===== src/rtl/spi_rb_pkg.sv =====
package spi_rb_pkg;

  localparam int SPACE_W = 3;

  typedef enum logic [SPACE_W-1:0] {
    SP_NONE  = 3'd0,
    SP_PROG  = 3'd1,
    SP_COEF  = 3'd2,
    SP_OFFS  = 3'd3,
    SP_CTRL  = 3'd4,
    SP_IDENT = 3'd5,
    SP_CRC   = 3'd6,
    SP_ERRST = 3'd7
  } space_e;

  typedef enum logic [1:0] {
    FM_IDLE = 2'd0,
    FM_READ = 2'd1,
    FM_ZERO = 2'd2
  } fetch_mode_e;

  // RAM-type spaces are only reachable while the DSP core is held in reset
  function automatic logic is_ram(input space_e sp);
    return (sp == SP_PROG) || (sp == SP_COEF) || (sp == SP_OFFS);
  endfunction

endpackage


===== src/rtl/spi_rb_sync.sv =====
module spi_rb_sync #(
  parameter int STAGES = 2
) (
  input  logic clk,
  input  logic rst_n,
  input  logic sclk_i,
  input  logic csn_i,
  input  logic si_i,
  output logic sclk_rise,
  output logic sclk_fall,
  output logic cs_act,
  output logic si_s
);

  localparam int N = (STAGES < 2) ? 2 : STAGES;

  logic [N-1:0] sclk_p;
  logic [N-1:0] csn_p;
  logic [N-1:0] si_p;
  logic         sclk_d;

  always_ff @(posedge clk or negedge rst_n) begin
    if (!rst_n) begin
      sclk_p <= '0;
      csn_p  <= '1;
      si_p   <= '0;
      sclk_d <= 1'b0;
    end else begin
      sclk_p <= {sclk_p[N-2:0], sclk_i};
      csn_p  <= {csn_p[N-2:0], csn_i};
      si_p   <= {si_p[N-2:0], si_i};
      sclk_d <= sclk_p[N-1];
    end
  end

  assign sclk_rise = sclk_p[N-1] & ~sclk_d;
  assign sclk_fall = ~sclk_p[N-1] & sclk_d;
  assign cs_act    = ~csn_p[N-1];
  assign si_s      = si_p[N-1];

endmodule


===== src/rtl/spi_rb_hdr.sv =====
module spi_rb_hdr #(
  parameter int CMD_W  = 8,
  parameter int ADDR_W = 16
) (
  input  logic              clk,
  input  logic              rst_n,
  input  logic              cs_act,
  input  logic              sclk_rise,
  input  logic              sclk_fall,
  input  logic              si_s,
  output logic [CMD_W-1:0]  cmd,
  output logic [ADDR_W-1:0] addr,
  output logic              hdr_done,
  output logic              hdr_full,
  output logic              echo_vld,
  output logic              echo_bit
);

  localparam int HDR_W = CMD_W + ADDR_W;
  localparam int CNT_W = $clog2(HDR_W + 1);

  logic [CNT_W-1:0] cnt;
  logic [HDR_W-1:0] sr;

  always_ff @(posedge clk or negedge rst_n) begin
    if (!rst_n) begin
      cnt      <= '0;
      sr       <= '0;
      hdr_done <= 1'b0;
      echo_vld <= 1'b0;
      echo_bit <= 1'b0;
    end else if (!cs_act) begin
      cnt      <= '0;
      hdr_done <= 1'b0;
      echo_vld <= 1'b0;
    end else begin
      hdr_done <= 1'b0;
      if (sclk_rise && (cnt != CNT_W'(HDR_W))) begin
        sr       <= {sr[HDR_W-2:0], si_s};
        echo_bit <= si_s;
        echo_vld <= 1'b1;
        cnt      <= cnt + 1'b1;
        hdr_done <= (cnt == CNT_W'(HDR_W - 1));
      end else if (sclk_fall) begin
        echo_vld <= 1'b0;
      end
    end
  end

  assign cmd      = sr[HDR_W-1 -: CMD_W];
  assign addr     = sr[ADDR_W-1:0];
  assign hdr_full = (cnt == CNT_W'(HDR_W));

endmodule


===== src/rtl/spi_rb_fetch.sv =====
module spi_rb_fetch
  import spi_rb_pkg::*;
#(
  parameter int CMD_W  = 8,
  parameter int ADDR_W = 16,
  parameter int DATA_W = 24
) (
  input  logic               clk,
  input  logic               rst_n,
  input  logic               cs_act,
  input  logic               hdr_done,
  input  logic [CMD_W-1:0]   cmd,
  input  logic [ADDR_W-1:0]  addr,
  input  logic               dsp_run,
  input  logic               next_word,
  output logic               mem_rd_en,
  output logic [SPACE_W-1:0] mem_space,
  output logic [ADDR_W-1:0]  mem_addr,
  input  logic [DATA_W-1:0]  mem_rdata,
  output logic [DATA_W-1:0]  word_buf,
  output logic               acc_err
);

  space_e          sp;
  logic            cmd_ok;
  logic            blocked;
  logic [ADDR_W-1:0] start_addr;
  logic [ADDR_W-1:0] nxt_addr;
  logic            pend;
  fetch_mode_e     mode;

  assign sp         = space_e'(cmd[SPACE_W-1:0]);
  assign cmd_ok     = (cmd[CMD_W-1:SPACE_W] == '0) && (sp != SP_NONE);
  assign blocked    = cmd_ok && is_ram(sp) && dsp_run;
  assign start_addr = (sp == SP_PROG) ? '0 : addr;

  always_ff @(posedge clk or negedge rst_n) begin
    if (!rst_n) begin
      mem_rd_en <= 1'b0;
      mem_space <= '0;
      mem_addr  <= '0;
      nxt_addr  <= '0;
      pend      <= 1'b0;
      word_buf  <= '0;
      acc_err   <= 1'b0;
      mode      <= FM_IDLE;
    end else begin
      mem_rd_en <= 1'b0;
      pend      <= mem_rd_en;
      if (pend) begin
        word_buf <= mem_rdata;
      end
      if (!cs_act) begin
        mode <= FM_IDLE;
        pend <= 1'b0;
      end else if (hdr_done) begin
        if (cmd_ok && !blocked) begin
          mode      <= FM_READ;
          mem_rd_en <= 1'b1;
          mem_space <= sp;
          mem_addr  <= start_addr;
          nxt_addr  <= start_addr + 1'b1;
        end else begin
          mode     <= FM_ZERO;
          word_buf <= '0;
          if (blocked) begin
            acc_err <= 1'b1;
          end
        end
      end else if (next_word && (mode == FM_READ)) begin
        mem_rd_en <= 1'b1;
        mem_addr  <= nxt_addr;
        nxt_addr  <= nxt_addr + 1'b1;
      end
    end
  end

endmodule


===== src/rtl/spi_rb_tx.sv =====
module spi_rb_tx #(
  parameter int DATA_W = 24
) (
  input  logic              clk,
  input  logic              rst_n,
  input  logic              cs_act,
  input  logic              sclk_fall,
  input  logic              echo_vld,
  input  logic              echo_bit,
  input  logic              hdr_full,
  input  logic [DATA_W-1:0] word_buf,
  output logic              so_q,
  output logic              oe_q,
  output logic              next_word
);

  localparam int BC_W = $clog2(DATA_W);

  logic [DATA_W-1:0] sr;
  logic [BC_W-1:0]   bitcnt;

  always_ff @(posedge clk or negedge rst_n) begin
    if (!rst_n) begin
      so_q      <= 1'b0;
      oe_q      <= 1'b0;
      next_word <= 1'b0;
      sr        <= '0;
      bitcnt    <= '0;
    end else begin
      next_word <= 1'b0;
      if (!cs_act) begin
        so_q   <= 1'b0;
        oe_q   <= 1'b0;
        bitcnt <= '0;
      end else if (sclk_fall) begin
        if (echo_vld) begin
          so_q <= echo_bit;
          oe_q <= 1'b1;
        end else if (hdr_full) begin
          oe_q <= 1'b1;
          if (bitcnt == '0) begin
            so_q      <= word_buf[DATA_W-1];
            sr        <= {word_buf[DATA_W-2:0], 1'b0};
            next_word <= 1'b1;
          end else begin
            so_q <= sr[DATA_W-1];
            sr   <= {sr[DATA_W-2:0], 1'b0};
          end
          bitcnt <= (bitcnt == BC_W'(DATA_W - 1)) ? '0 : bitcnt + 1'b1;
        end
      end
    end
  end

endmodule


===== src/rtl/spi_rb_slave.sv =====
module spi_rb_slave
  import spi_rb_pkg::*;
#(
  parameter int CMD_W       = 8,
  parameter int ADDR_W      = 16,
  parameter int DATA_W      = 24,
  parameter int SYNC_STAGES = 2
) (
  input  logic               clk,
  input  logic               rst_n,
  input  logic               spi_csn,
  input  logic               spi_sclk,
  input  logic               spi_si,
  output logic               spi_so,
  output logic               spi_so_oe,
  input  logic               dsp_run,
  output logic               mem_rd_en,
  output logic [SPACE_W-1:0] mem_space,
  output logic [ADDR_W-1:0]  mem_addr,
  input  logic [DATA_W-1:0]  mem_rdata,
  output logic               acc_err
);

  logic              sclk_rise, sclk_fall, cs_act, si_s;
  logic [CMD_W-1:0]  cmd;
  logic [ADDR_W-1:0] addr;
  logic              hdr_done, hdr_full, echo_vld, echo_bit;
  logic [DATA_W-1:0] word_buf;
  logic              next_word, so_q, oe_q;

  spi_rb_sync #(.STAGES(SYNC_STAGES)) u_sync (
    .clk(clk), .rst_n(rst_n), .sclk_i(spi_sclk), .csn_i(spi_csn), .si_i(spi_si),
    .sclk_rise(sclk_rise), .sclk_fall(sclk_fall), .cs_act(cs_act), .si_s(si_s)
  );

  spi_rb_hdr #(.CMD_W(CMD_W), .ADDR_W(ADDR_W)) u_hdr (
    .clk(clk), .rst_n(rst_n), .cs_act(cs_act), .sclk_rise(sclk_rise),
    .sclk_fall(sclk_fall), .si_s(si_s), .cmd(cmd), .addr(addr),
    .hdr_done(hdr_done), .hdr_full(hdr_full), .echo_vld(echo_vld), .echo_bit(echo_bit)
  );

  spi_rb_fetch #(.CMD_W(CMD_W), .ADDR_W(ADDR_W), .DATA_W(DATA_W)) u_fetch (
    .clk(clk), .rst_n(rst_n), .cs_act(cs_act), .hdr_done(hdr_done), .cmd(cmd),
    .addr(addr), .dsp_run(dsp_run), .next_word(next_word), .mem_rd_en(mem_rd_en),
    .mem_space(mem_space), .mem_addr(mem_addr), .mem_rdata(mem_rdata),
    .word_buf(word_buf), .acc_err(acc_err)
  );

  spi_rb_tx #(.DATA_W(DATA_W)) u_tx (
    .clk(clk), .rst_n(rst_n), .cs_act(cs_act), .sclk_fall(sclk_fall),
    .echo_vld(echo_vld), .echo_bit(echo_bit), .hdr_full(hdr_full),
    .word_buf(word_buf), .so_q(so_q), .oe_q(oe_q), .next_word(next_word)
  );

  // Raw chip select gates the enable so deselection releases the line at once
  assign spi_so_oe = oe_q & ~spi_csn;
  assign spi_so    = so_q & spi_so_oe;

endmodule


===== config.mk =====
export PLATFORM = sky130hd
export DESIGN_NAME = spi_rb_slave
export DESIGN_NICKNAME = d
export VERILOG_FILES = /design/src/rtl/spi_rb_pkg.sv /design/src/rtl/spi_rb_sync.sv /design/src/rtl/spi_rb_hdr.sv /design/src/rtl/spi_rb_fetch.sv /design/src/rtl/spi_rb_tx.sv /design/src/rtl/spi_rb_slave.sv
export SDC_FILE = /design/constraint.sdc
export NUM_CORES = 1
export LEC_CHECK = 0
export BUFFER_PORTS_ARGS = -buffer_cell sky130_fd_sc_hd__clkbuf_2
export CAP_MARGIN = 40
export CORE_AREA = 2 2 108 110
export DETAILED_ROUTE_END_ITERATION = 8
export DIE_AREA = 0 0 110 112
export GPL_TIMING_DRIVEN = 0
export PLACE_DENSITY = 0.75
export REMOVE_ABC_BUFFERS = 1
export SLEW_MARGIN = 15
export SYNTH_ARGS = -nofsm -noshare
export SYNTH_HDL_FRONTEND = slang
export SYNTH_SLANG_ARGS = --single-unit

===== constraint.sdc =====
create_clock -name clk -period 3.92 [get_ports clk]
set_clock_uncertainty 0.2 [all_clocks]
set_input_delay 0.392 -clock clk [delete_from_list [all_inputs] [get_ports clk]]
set_output_delay 0.392 -clock clk [all_outputs]
set_load 0.03 [all_outputs]

Word level (Yosys, flattened, before mapping)
Cells that the tools add are included.
{ "word_totals": {"elab_cells": 118, "in_bits": 30, "romBits": 0, "out_inout_bits": 23, "register_bits": 135, "memories": 0, "latch_bits": 0, "mem_bits_rw": 0} }
{ "op_classes": {"shift": 0, "addsub": 4, "n_lt_le_gt_ge": 0, "n_eq_ne": 10, "reduce_logical": 26, "muxes": 46, "bitwise_logic": 10, "div_mod_pow": 0, "n_mul": 0} }
{ "ops": {"columns": ["operator", "n"], "rows": [
  ["24-bit 2-to-1 mux", 5],
  ["16-bit 2-to-1 mux", 7],
  ["5-bit 2-to-1 mux", 7],
  ["16-bit by 1-bit adder with 16-bit output (second input constant)", 2],
  ["1-bit 2-to-1 mux", 24],
  ["5-bit == test (second input constant)", 3],
  ["5-bit by 1-bit adder with 5-bit output (second input constant)", 2],
  ["5-bit zero test", 2],
  ["2-bit nonzero test", 5],
  ["3-bit AND reduction", 3],
  ["3-bit nonzero test", 3],
  ["4-bit AND reduction", 2],
  ["3-bit by 2-bit == test with 1-bit output (second input constant)", 2],
  ["1-bit logical AND", 6],
  ["2-bit 2-to-1 mux", 3],
  ["1-bit NOT", 6],
  ["5-bit != test (second input constant)", 1],
  ["1-bit AND", 4],
  ["2-bit AND reduction", 2],
  ["3-bit by 1-bit == test with 1-bit output (second input constant)", 1],
  ["2-bit by 1-bit == test with 1-bit output (second input constant)", 1],
  ["1-bit logical OR", 2],
  ["2-bit by 1-bit != test with 1-bit output (second input constant)", 1],
  ["2-bit != test (second input constant)", 1],
  ["1-bit zero test", 1]
]} }

Depth between registers and ports, before layout
{ "depth": {"depth_word": 10, "ltp_mapped": 10, "depth_no_buf": 8} }

By module
A second synthesis with hierarchy kept.
{ "hier_totals": {"hier_cells": 536, "hier_area_um2": 6169.7} }
{ "by_module_without_submodules": {"columns": ["module", "area_per_inst_um2", "n_inst", "seq_area_each_um2", "cells_per_inst"], "rows": [
  ["spi_rb_fetch", 3078.0, 1, 1601.5, 297],
  ["spi_rb_tx", 1492.7, 1, 775.7, 140],
  ["spi_rb_hdr", 1387.6, 1, 775.7, 87],
  ["spi_rb_sync", 196.4, 1, 177.7, 10],
  ["spi_rb_slave", 15.0, 1, 0.0, 2]
]} }

Least setup slack after synthesis
No wires, ideal clock.
{ "synth_path": {"kind": "reg2reg", "start": "register u_hdr.hdr_done", "end": "register u_fetch.nxt_addr[12]", "arrival_ps": 2395, "setup_time_ps": 82, "n_path_buf": 3, "synth_period_minus_slack_ps": 2677, "slack_ps": 1243, "required_ps": 3638, "stages_incl_launch_ff": 11, "path_cell_list": "dfrtp_1 buf_6 buf_4 clkbuf_1 nand3_1 o21ai_0 ha_1 nor4b_4 nand2_2 or4_1 a31oi_1"} }
{ "synth_between": {"elab_chain_len": 2, "word_cells_on_any_way": 4, "cone_classes": "eq/ne (1); mux (1); reduce/logical (2)"} }
{ "synth_rtl": {"columns": ["item", "line_no", "text"], "rows": [
  ["start: declaration", "spi_rb_hdr.sv:13", "output logic hdr_done,"],
  ["start signal: assignment", "spi_rb_hdr.sv:43", "hdr_done <= (cnt == CNT_W'(HDR_W - 1));"],
  ["2-bit by 1-bit != test with 1-bit output (no source line) or 2-bit nonzero test (tied branches)", null, null],
  ["3-bit AND reduction (no source line)", null, null],
  ["end signal: assignment", "spi_rb_fetch.sv:62", "nxt_addr <= start_addr + 1'b1;"],
  ["end signal: assignment", "spi_rb_fetch.sv:73", "nxt_addr <= nxt_addr + 1'b1;"],
  ["end: declaration", "spi_rb_fetch.sv:28", "logic [ADDR_W-1:0] nxt_addr;"]
]} }
Parallel ways exist; a longest one is shown, timed or not.
A chain may end at the register's enable or synchronous reset.

Final worst setup path
{ "layout_path": {"start": "register u_hdr.hdr_done", "end": "register u_fetch.mem_addr[8]"} }
{ "layout_between": {"elab_chain_len": 2, "word_cells_on_any_way": 4, "cone_classes": "eq/ne (1); mux (1); reduce/logical (2)"} }
{ "layout_rtl": {"columns": ["item", "line_no", "text"], "rows": [
  ["2-bit by 1-bit != test with 1-bit output (no source line) or 2-bit nonzero test (tied branches)", null, null],
  ["3-bit AND reduction (no source line)", null, null],
  ["end signal: assignment", "spi_rb_fetch.sv:61", "mem_addr <= start_addr;"],
  ["end signal: assignment", "spi_rb_fetch.sv:72", "mem_addr <= nxt_addr;"],
  ["end: declaration", "spi_rb_fetch.sv:18", "output logic [ADDR_W-1:0] mem_addr,"]
]} }
Parallel ways exist; a longest one is shown, timed or not.

==> impl_metrics.toml <==
[routing]
routed-wl-met3_um = 454
wl_mm = 11.9
drtIter0Drc = 271
drc = 0
ant_nets = 0
wl_met1_mm = 5.46
vias = 4198
dr.pass1.iters = 5
routed.top_layer = "met4"
routedWlPerCell_um = 15.6
dr_wl_met2_mm = 5.82
vias_per_cell = 5.53

[power]
power_density_nw_per_um2 = 446
leakagePower_nw = 3.35
ir_drop_mv = 0.361

[layout]
layout.cells.non_filler = 759
final-seq-area_um2 = 3330
area_growth_pct = 19.1
multi_input_area_um2 = 2500
antenna_cells = 0
fin_nets = 638
design_area_um2 = 7140
post_route_cells_drive_above_1_share_pct = 23.5
nFillCells = 840

[yosys]
synth_cell_types = 57
synth_top_flop_cell = "dfrtp_1"
ys_warn_count = 0
ys_seq_area_share_pct = 55.6
avgSynthCellArea_um2 = 11.0
synth_area_leaders = "dfrtp_1, mux2i_1, nor2_1, mux2_2, a21oi_1"
yosys.area.top_type = "dfrtp_1"
netlist_area_um2 = 5990
syn_inst = 546
synth_edf_count = 0
synthArstFlopShare_pct = 100
ys_ff_latch = 133
synth_top_area_share_pct = 54.7

[clock_network]
cts_buffers = 17
clkLatencyLatePin_ns = 0.42
clkTransAtPathRegs_ns = 0.06
cts_setup_buffers = 0
cts_buffer_depth = 2
clkSinkCount = 133
cts_root_buf = "clkbuf_16"
htree_levels = 4
postCtsResizedCells = 0
cts_tree = "done"

[critical_path]
crit_path_end_kind = "register"
crit_slowest_cell = "dfrtp_1"
ff2ff_path_depth = 5
cpLargestDelayFamily = "flip-flops"
critPathLaunch = "u_hdr.hdr_done"
arrival_ns = 3.15
worstSetupPathDepth = 5
path_cells = "nand2b_1 > a2111oi_4 > nor2_2 > inv_2 > mux2_1"
worst-setup-path-type = "reg2reg"
cp-endpoint = "u_fetch.mem_addr[8]"
slowest_delay_ns = 0.78
start_kind = "register"
regToRegSetupSlack_ns = 0.86
worstPathRequired_ns = 4.02
cp_num_buf_inv = 1
regToRegStartpoint = "u_hdr.hdr_done"
rr_endpoint = "u_fetch.mem_addr[8]"
worstPathMaxFanout = 41

[floorplanning]
io_pins = 53
initial_core_util_pct = 53.6
fp-row-count = 39
die_x_um = 110
coreArea_um2 = 11200
die-area_um2 = 12300
die_h_um = 112

[global_routing]
grt_pass1_wl_mm = 20.9
antenna_found_initial = 0
grt_max_degree = 84
grt_pass1_vias = 4307
grt-ovfl-total = 0
track_usage_pct = 21.9

[sta]
max_freq_mhz = 327
rsz0062_at_grt = "false"
tightest_slew_ns = 0.726
slew_violations = 0
setup_violations = 0
fin_crit_sh_pct = 78.0
layout_min_cycle_time_ns = 3.06
relSlewSlack_pct = 51.6
finalHoldViolCount = 0

[flow_run]
cap_violations = 0

[place]
placed_area_um2 = 6510
place_inst = 723
dp_hpwl_mm = 7.93
port_buffers = 52
gp_congestion = 0.821

[status]
status = "finished, final reports clean"

[min_path]
hp-class = "in2reg"
synth_stat cells (5+ instances only):
| library cell | instances |
|---|---|
| nand2_1 | 29 |
| nor2_1 | 98 |
| nor3_1 | 9 |
| a21oi_1 | 39 |
| xor2_1 | 5 |
| clkbuf_1 | 12 |
| o21ai_0 | 7 |
| buf_2 | 10 |
| nand2b_1 | 5 |
| ha_1 | 5 |
| nand4_1 | 6 |
| inv_1 | 11 |
| a31oi_1 | 6 |
| mux2_2 | 27 |
| dfrtp_1 | 131 |
| nand3_1 | 6 |
| mux2i_1 | 59 |
| o31ai_1 | 7 |
metal layers:
metal / GRT usage (%) / vias up
met5: 0 / -
met1: 30.1 / 2078
li1: - / 2020
met2: 33.7 / 88
met4: 7.85 / 0
met3: 5.62 / 12
metrics by stage:
step | hold WS (ns) | TNS (ns) | power, mW | utilization, % | setup WS, ns
6_report | 0.0185 | 0 | 3.18 | 63.9 | 0.863
5_1_grt | 0.0315 | 0 | 3.30 | 63.9 | 0.650
4_1_cts | 0.00756 | 0 | 3.21 | 63.9 | 0.830
3_5_place_dp | 0.136 | 0 | 1.64 | 58.2 | 0.865
3_3_place_gp | 0.137 | -72.13 | 1.62 | 56.3 | -2.80
2_1_floorplan | -0.104 | -26.36 | 1.56 | - | -1.15
kinds of logic (layout without fill, tap and decap cells):
group	count (synthesis)	in the layout	synth area share, %
simple gates	188	188	15.0
fa+ha+maj	5	5	1.04
xor+xnor	9	9	1.31
compound gates	81	81	8.60
flops	133	133	55.6
buf+inv	42	112	3.21
mux	88	88	15.3
timing repair:
| item | 4_1_cts | 5_1_grt |
|---|---|---|
| hold buffers | 4 | 0 |
| endpoints found under the hold margin | 51 | 0 |
| endpoints found under the setup margin | 0 | 0 |
power breakdown:
| part | internal, mW | switching (mW) | leakage, nW |
|---|---|---|---|
| Sequential | 1.43 | 0.0513 | 1.66 |
| Combinational | 0.0673 | 0.0632 | 1.41 |
| Clock | 0.957 | 0.609 | 0.283 |
placed cells by master (no fill, tap or decap), types with 4 or more instances in the layout:
cell type,count
dfrtp_1,130
nor2_1,95
mux2i_1,59
clkbuf_2,51
a21oi_1,39
nand2_1,29
mux2_2,27
clkbuf_16,17
inv_1,11
nor3_1,9
o21ai_0,7
o31ai_1,7
nand3_1,6
nand4_1,6
a31oi_1,6
nand2b_1,5
xor2_1,5
ha_1,5
nor2b_1,4
xnor2_1,4
nor4_1,4
inv_6,4
dlygate4sd3_1,4
buf_2,4
buf_16,4
worst min path at each step:
stage / startpoint / to / slack [ns] / cells after the start
final: mem_rdata[12] / u_fetch.word_buf[12] / 0.02 / 3
after global routing: mem_rdata[2] / u_fetch.word_buf[2] / 0.03 / 3
after CTS: mem_rdata[12] / u_fetch.word_buf[12] / 0.008 / 3
after detailed placement: u_sync.sclk_p[0] / u_sync.sclk_p[1] / 0.14 / 0
after global placement: u_sync.sclk_p[0] / u_sync.sclk_p[1] / 0.14 / 0
after floorplan: rst_n / u_fetch.acc_err / -0.10 / 0
state kept, by name, summed over array words and instances (netlist names), 2 cells and up:
name / cells
u_fetch.mem_addr: 16
u_fetch.mem_space: 3
u_fetch.mode: 2
u_fetch.nxt_addr: 16
u_fetch.word_buf: 24
u_hdr.cnt: 5
u_hdr.sr: 24
u_sync.csn_p: 2
u_sync.sclk_p: 2
u_sync.si_p: 2
u_tx.bitcnt: 5
u_tx.sr: 23
cell type report:
type                    instances  share of cell area, %
clock buffers                  18                   6.15
clock inverters                14                   2.10
inverters                      12                  0.631
multi-input cells             371                   35.1
flip-flops and latches        133                   46.7
well taps                     143                   2.51
repair buffers                 68                   6.84
worst reg2reg max path: stages, from the launching register on:
cell       delay, ns
dfrtp_1         0.78
nand2b_1        0.28
a2111oi_4       0.61
nor2_2          0.13
inv_2           0.54
mux2_1          0.40
Note: power is estimated with default switching activity, not from simulation.
